===== config.mk =====
export PLATFORM = sky130hd
export DESIGN_NAME = opx_exec_unit
export DESIGN_NICKNAME = d
export VERILOG_FILES = /design/src/rtl/opx_pkg.sv /design/src/rtl/opx_decode.sv /design/src/rtl/opx_operand.sv /design/src/rtl/opx_alu.sv /design/src/rtl/opx_exec_unit.sv
export SDC_FILE = /design/constraint.sdc
export NUM_CORES = 1
export LEC_CHECK = 0
export ABC_CLOCK_PERIOD_IN_PS = 800
export BUFFER_PORTS_ARGS = -buffer_cell sky130_fd_sc_hd__buf_4
export CORE_ASPECT_RATIO = 1.5
export CORE_MARGIN = 5
export CORE_UTILIZATION = 50
export CTS_BUF_LIST = sky130_fd_sc_hd__clkbuf_8 sky130_fd_sc_hd__clkbuf_16
export CTS_CLUSTER_DIAMETER = 100
export DETAILED_ROUTE_END_ITERATION = 12
export GPL_TIMING_DRIVEN = 0
export MAX_ROUTING_LAYER = met4
export PLACE_DENSITY = 0.81
export SLEW_MARGIN = 20
export SYNTH_ARGS = -nofsm -noshare
export SYNTH_HDL_FRONTEND = slang
export SYNTH_HIERARCHICAL = 1
export SYNTH_SLANG_ARGS = --single-unit

===== constraint.sdc =====
create_clock -name clk -period 0.8 [get_ports clk]
set_clock_uncertainty 0.1 [all_clocks]
set_input_delay 0.12 -clock clk [delete_from_list [all_inputs] [get_ports clk]]
set_output_delay 0.12 -clock clk [all_outputs]
set_load 0.01 [all_outputs]

===== src/rtl/opx_pkg.sv =====
package opx_pkg;
  localparam int WORD_W    = 16;
  localparam int IDX_W     = 3;
  localparam int IMM_W     = 5;
  localparam int OPC_W     = 4;
  localparam int OPC_LSB   = WORD_W - OPC_W;
  localparam int DST_LSB   = OPC_LSB - IDX_W;
  localparam int SRC1_LSB  = DST_LSB - IDX_W;
  localparam int MODE_BIT  = SRC1_LSB - 1;
  localparam int SRC2_LSB  = 0;

  localparam logic [OPC_W-1:0] OPC_ADD = 4'b0001;
  localparam logic [OPC_W-1:0] OPC_AND = 4'b0101;
  localparam logic [OPC_W-1:0] OPC_NOT = 4'b1001;

  typedef enum logic [1:0] {
    K_NONE = 2'd0,
    K_ADD  = 2'd1,
    K_AND  = 2'd2,
    K_NOT  = 2'd3
  } op_kind_e;

  function automatic logic [WORD_W-1:0] sext_imm(input logic [IMM_W-1:0] imm);
    return {{(WORD_W-IMM_W){imm[IMM_W-1]}}, imm};
  endfunction

  function automatic logic [WORD_W-1:0] alu_eval(input op_kind_e k,
                                                 input logic [WORD_W-1:0] a,
                                                 input logic [WORD_W-1:0] b);
    logic [WORD_W-1:0] r;
    case (k)
      K_ADD:   r = a + b;
      K_AND:   r = a & b;
      K_NOT:   r = ~a;
      default: r = '0;
    endcase
    return r;
  endfunction
endpackage


===== src/rtl/opx_decode.sv =====
module opx_decode
  import opx_pkg::*;
(
  input  logic [WORD_W-1:0] instr,
  output op_kind_e          kind,
  output logic [IDX_W-1:0]  dst,
  output logic [IDX_W-1:0]  src1,
  output logic [IDX_W-1:0]  src2,
  output logic              imm_sel,
  output logic [IMM_W-1:0]  imm
);
  logic [OPC_W-1:0] opc;
  assign opc  = instr[OPC_LSB +: OPC_W];
  assign dst  = instr[DST_LSB +: IDX_W];
  assign src1 = instr[SRC1_LSB +: IDX_W];
  assign src2 = instr[SRC2_LSB +: IDX_W];
  assign imm  = instr[IMM_W-1:0];

  always_comb begin
    case (opc)
      OPC_ADD: kind = K_ADD;
      OPC_AND: kind = K_AND;
      OPC_NOT: kind = K_NOT;
      default: kind = K_NONE;
    endcase
  end

  // complement has no second operand, so mode only matters for ADD/AND
  assign imm_sel = instr[MODE_BIT] && (kind == K_ADD || kind == K_AND);
endmodule


===== src/rtl/opx_operand.sv =====
module opx_operand
  import opx_pkg::*;
(
  input  logic              imm_sel,
  input  logic [IMM_W-1:0]  imm,
  input  logic [WORD_W-1:0] reg_val,
  output logic [WORD_W-1:0] operand_b
);
  assign operand_b = imm_sel ? sext_imm(imm) : reg_val;
endmodule


===== src/rtl/opx_alu.sv =====
module opx_alu
  import opx_pkg::*;
(
  input  op_kind_e          kind,
  input  logic [WORD_W-1:0] a,
  input  logic [WORD_W-1:0] b,
  output logic [WORD_W-1:0] res,
  output logic              legal
);
  assign res   = alu_eval(kind, a, b);
  assign legal = (kind != K_NONE);
endmodule


===== src/rtl/opx_exec_unit.sv =====
module opx_exec_unit
  import opx_pkg::*;
(
  input  logic              clk,
  input  logic              rst_n,
  input  logic [WORD_W-1:0] instr,
  output logic [IDX_W-1:0]  src1_idx,
  output logic [IDX_W-1:0]  src2_idx,
  input  logic [WORD_W-1:0] src1_data,
  input  logic [WORD_W-1:0] src2_data,
  output logic [WORD_W-1:0] result,
  output logic [IDX_W-1:0]  dest_idx,
  output logic              wr_en
);
  op_kind_e          kind;
  logic [IDX_W-1:0]  dst;
  logic              imm_sel;
  logic [IMM_W-1:0]  imm;
  logic [WORD_W-1:0] operand_b;
  logic [WORD_W-1:0] alu_res;
  logic              alu_legal;

  opx_decode u_dec (
    .instr   (instr),
    .kind    (kind),
    .dst     (dst),
    .src1    (src1_idx),
    .src2    (src2_idx),
    .imm_sel (imm_sel),
    .imm     (imm)
  );

  opx_operand u_opb (
    .imm_sel   (imm_sel),
    .imm       (imm),
    .reg_val   (src2_data),
    .operand_b (operand_b)
  );

  opx_alu u_alu (
    .kind  (kind),
    .a     (src1_data),
    .b     (operand_b),
    .res   (alu_res),
    .legal (alu_legal)
  );

  always_ff @(posedge clk or negedge rst_n) begin
    if (!rst_n) begin
      result   <= '0;
      dest_idx <= '0;
      wr_en    <= 1'b0;
    end else begin
      result   <= alu_res;
      dest_idx <= dst;
      wr_en    <= alu_legal;
    end
  end
endmodule


Word-level counts from Yosys, hierarchy flattened
Cells that the tools add are included.
{"block": "classes", "eq_ne": 6, "n_mux": 3, "add_sub_neg": 1, "n_bitwise": 2, "reduce_logical": 3}
{"cell": "$pmux 16 s3", "n": 1}
{"cell": "$add 16x16->16", "n": 1}
{"cell": "$and 16x16->16", "n": 1}
{"cell": "$mux 16", "n": 1}
{"cell": "$not 16->16", "n": 1}
{"cell": "$pmux 2 s3", "n": 1}
{"cell": "$eq 2x2->1 const B", "n": 2}
{"cell": "$eq 4x1->1 const B", "n": 1}
{"cell": "$eq 4x3->1 const B", "n": 1}
{"cell": "$eq 4x4->1 const B", "n": 1}
{"cell": "$eq 2x1->1 const B", "n": 1}
{"cell": "$reduce_bool 2->1", "n": 1}
{"cell": "$logic_and 1x1->1", "n": 1}
{"cell": "$logic_or 1x1->1", "n": 1}
{"block": "word_totals", "input_bits": 50, "wordCells": 18, "output_inout_bits": 26, "reg_bits": 20}

Logic depth before layout (Yosys ltp)
{"block": "depth", "ltp_word": 8, "depth_mapped": 13}

Hierarchy
The synthesis kept the hierarchy.
{"mod": "opx_alu", "seq_area_each_um2": 0.0, "instances": 1, "area_per_inst_um2": 1116.1, "cells_per_inst": 161}
{"mod": "opx_exec_unit", "seq_area_each_um2": 500.5, "instances": 1, "area_per_inst_um2": 500.5, "cells_per_inst": 20}
{"mod": "opx_operand", "seq_area_each_um2": 0.0, "instances": 1, "area_per_inst_um2": 252.7, "cells_per_inst": 19}
{"mod": "opx_decode", "seq_area_each_um2": 0.0, "instances": 1, "area_per_inst_um2": 147.6, "cells_per_inst": 19}

Worst setup path after synthesis
No wires, ideal clock.
{"block": "synth_timing", "kind": "input to register", "from": "in instr[13]", "to": "reg result[13]", "path_buffers": 2, "setup_ns": 0.086, "setup_slack_ns": -2.063, "path_stages": 12, "arrival_ns": 2.677, "path_cell_list": "nand2b_4 > nor3b_2 > buf_6 > buf_12 > mux2_4 > ha_1 > a21o_1 > a31oi_2 > a21oi_2 > or3b_4 > mux2_4 > o221ai_2"}
{"block": "synth_via", "elab_chain_len": 8}
{"item": "from (decl)", "line_no": "opx_exec_unit.sv:6", "source": "input logic [WORD_W-1:0] instr,"}
{"item": "$eq 4x4->1 (tied with other cells)", "line_no": "opx_decode.sv:20", "source": "case (opc)"}
{"item": "$pmux 2 s3 (*)", "line_no": "opx_decode.sv:20"}
{"item": "$eq 2x1->1 or $eq 2x2->1 (tied branches)", "line_no": "opx_decode.sv:29", "source": "assign imm_sel = instr[MODE_BIT] && (kind == K_ADD || kind == K_AND);"}
{"item": "$logic_or 1x1->1 (*)", "line_no": "opx_decode.sv:29"}
{"item": "$logic_and 1x1->1 (*)", "line_no": "opx_decode.sv:29"}
{"item": "net imm_sel", "line_no": "opx_exec_unit.sv:17", "source": "logic imm_sel;"}
{"item": "$mux 16 (*)", "line_no": "opx_operand.sv:9", "source": "assign operand_b = imm_sel ? sext_imm(imm) : reg_val;"}
{"item": "net operand_b[4]", "line_no": "opx_exec_unit.sv:19", "source": "logic [WORD_W-1:0] operand_b;"}
{"item": "$add 16x16->16 (*)", "line_no": "opx_pkg.sv:32", "source": "K_ADD: r = a + b;"}
{"item": "$pmux 16 s3 (*)", "line_no": "opx_pkg.sv:31", "source": "case (k)"}
{"item": "net alu_res[13]", "line_no": "opx_exec_unit.sv:20", "source": "logic [WORD_W-1:0] alu_res;"}
{"item": "to (signal assigned)", "line_no": "opx_exec_unit.sv:54", "source": "result <= alu_res;"}
{"item": "to (decl)", "line_no": "opx_exec_unit.sv:11", "source": "output logic [WORD_W-1:0] result,"}
The timed path passes the listed nets; every way through them passes the cells marked *.

Worst setup path in the final report
Same ends and word-level chain as after synthesis.

==> impl_metrics.toml <==
[route]
routed_wl_mm = 5.93
drt-pass1-iter-count = 4
via_per_inst = 5.68
drt_iter0_drc = 85
remaining_drc_errors = 0
wl_per_cell_um = 16.7
vias = 2016
final_antenna_net_count = 0

[cells_and_area]
multi_input_area_um2 = 1610
stdcell_area_um2 = 3210
antenna_cells = 0
syn2layout_area_growth_pct = 59.1
seq_area_um2 = 500
final_cells = 355
fin_nets = 379
mostFrequentLayoutCell = "buf_4"
layout-drive-gt1-share_pct = 54.8
n_fill_cell = 245
mostFrequentLayoutCells = "73 x buf_4, 26 x buf_6, 25 x nand2_1"

[setup_path]
crit_required_ps = 870
slowest_stage = "or3b_4"
path_cells = "buf_6 -> nand2b_4 -> nor3b_4 -> buf_6 -> buf_12 -> mux2_4 -> ha_4 -> a21o_1 -> a31oi_4 -> a21oi_2 -> or3b_4 -> mux2_4 -> o221ai_2"
crit_end = "result[13]"
cp_max_fo = 6
critical_path.startpoint = "instr[13]"
cp-start-kind = "input port"
end_kind = "flip-flop"
max_stage_delay_ps = 400
arrival_ps = 2760
critPathKind = "in -> reg"

[sta]
post-route-period-util_pct = 337
setup_violations = 37
worst_hold_slack_ps = 60.5
slew_headroom_pct = 65.1
worstMarginPinSlew_ps = 524
finalMaxSlewViolations = 0
worst_slack_ps = -1900
hold_viol = 0
fmax_ghz = 0.371
final.min_clock_period_ps = 2700
rsz0062_at_grt = "true"

[synthesis]
yosysSeqAreaShare_pct = 24.8
netlist_area_um2 = 2020
synth_edf_count = 0
yosys_warnings = 6
synthesis.nets = 286
synth_cell_types = 51
async_flop_share_pct = 100
synth_flop_cell = "dfrtp_1"
syn_avg_cell_area_um2 = 9.21
synth_cells = 219
ys_ff_latch = 20

[pwr]
power_mw = 3.63
intPower_mw = 2.46
p_comb_share_pct = 52.3
p_leak_nw = 1.45
power_switching_mw = 1.17
power_frac_seq_pct = 30.5
vdd_drop_max_v = 0.00126
p_per_area_nw_per_um2 = 1130
pwr-share-clk_pct = 17.2
switching_share_pct = 32.3

[global_route]
grt_usage_pct = 22.7
overflow = 0
grt_max_degree = 21
grt_antenna_before_repair = 0
grt_pass1_vias = 2024
grt_pass1_wl_mm = 9.09

[cts]
htree_levels = 1
cts_tree = "done"
cts_buffers = 3
clock-root-buffer = "clkbuf_8"
clkTransAtPathRegs_ps = 60
cts_buffer_depth = 2
cts_sinks = 20

[floorplanning]
initial_utilization_pct = 51.4
core_um2 = 3920
die_w_um = 61.9
fp.dieH_um = 87.8
io_pins = 76
fp-row-count = 28
die_area_um2 = 5430

[placement]
place_ws_ps = -2230
gp_congestion = 0.918
port_buffers = 64
placed_area_um2 = 2650
placed_cells_incl_taps = 328
dp_hpwl_mm = 4.11

[status]
violations = "setup timing"
status = "finished, violations left"

[hold_path]
hp-class = "in -> reg"

[flow_run]
maxCapViolCount = 0
area by class of cell:
| type | instances | share of cell area [%] |
|---|---|---|
| clock buffers | 3 | 1.29 |
| multi-input cells | 169 | 50.1 |
| repair buffers | 89 | 24.8 |
| inverters | 5 | 0.585 |
| well taps | 45 | 1.75 |
| flip-flops and latches | 20 | 15.6 |
| plain buffers | 24 | 5.81 |
worst min path at each step:
stage / from / to / depth (start not counted)
4_1_cts: src1_data[3] / result[3] / 3
6_report: src1_data[3] / result[3] / 3
5_1_grt: src1_data[3] / result[3] / 3
3_3_place_gp: rst_n / result[0] / 1
2_1_floorplan: rst_n / dest_idx[0] / 0
3_5_place_dp: rst_n / result[0] / 1
power by group through the flow:
stage          sequential [mW]  combinational (mW)  clock [mW]
6_report                  1.11                1.90       0.625
5_1_grt                   1.11                2.04       0.676
4_1_cts                   1.11                1.75       0.638
3_5_place_dp              1.11                1.44           0
3_3_place_gp              1.11                1.41           0
2_1_floorplan             1.15               0.928           0
per-stage QoR:
stage               TNS, ps  util, %
global placement     -30330     67.4
detailed placement   -30870     67.4
floorplan            -25540        -
global route         -30980     81.8
CTS                  -29050     78.9
finish               -28740     81.8
worst max-delay path, delay by kind of cell:
kind | cells | cell delay [ps]
multiplexers | 2 | 620
adder cells (fa/ha/maj) | 1 | 230
AND/OR/NAND/NOR | 3 | 710
AO/OA/AOI/OAI | 4 | 710
buffers and inverters | 3 | 380
Yosys cell counts, types with 3 or more instances:
| cell type | count | area share, % |
|---|---|---|
| dfrtp_1 | 20 | 25 |
| buf_4 | 14 | 5.2 |
| xnor2_1 | 5 | 2.2 |
| clkbuf_1 | 7 | 1.3 |
| nand2b_1 | 3 | 0.93 |
| or2_2 | 3 | 0.93 |
| mux2_2 | 6 | 3.3 |
| xor2_1 | 7 | 3.0 |
| nor2_1 | 7 | 1.3 |
| nand3_1 | 3 | 0.74 |
| mux2i_1 | 6 | 3.0 |
| ha_1 | 16 | 9.9 |
| nor2b_1 | 3 | 0.93 |
| mux2_4 | 11 | 8.2 |
| inv_1 | 5 | 0.93 |
| o211ai_1 | 9 | 3.3 |
| a21oi_1 | 11 | 2.7 |
| a21o_1 | 4 | 1.5 |
| nand2_1 | 26 | 4.8 |
| o21ai_0 | 17 | 4.2 |
routing by layer:
layer  up-vias  GRT usage, %  wire (µm)
li1        962             -          -
met1       953          24.7       2210
met2        87          40.7       3150
met3        14          1.62        424
met4         0          9.46        142
met5         -             -          0
sequential cells by signal (all words and copies together) (netlist names):
name,count
wr_en,1
result,16
dest_idx,3
what timing repair did:
action,4_1_cts,5_1_grt
pin swaps,33,24
buffers inserted,22,2
endpoints found under the hold margin,23,0
setup endpoints to repair,37,37
resized for setup,54,28
hold buffers,4,0
kinds of logic (layout without fill, tap and decap cells):
group	Yosys count	after routing	synth area share (%)
and+or+nand+nor	57	57	14.9
adders and majority gates	17	17	10.9
muxes	23	23	14.5
AOI/OAI and AO/OA	60	60	20.2
buffers and inverters	30	121	9.43
DFF	20	20	24.8
xor gates and xnor gates	12	12	5.21
(Power assumes the default switching activity.)
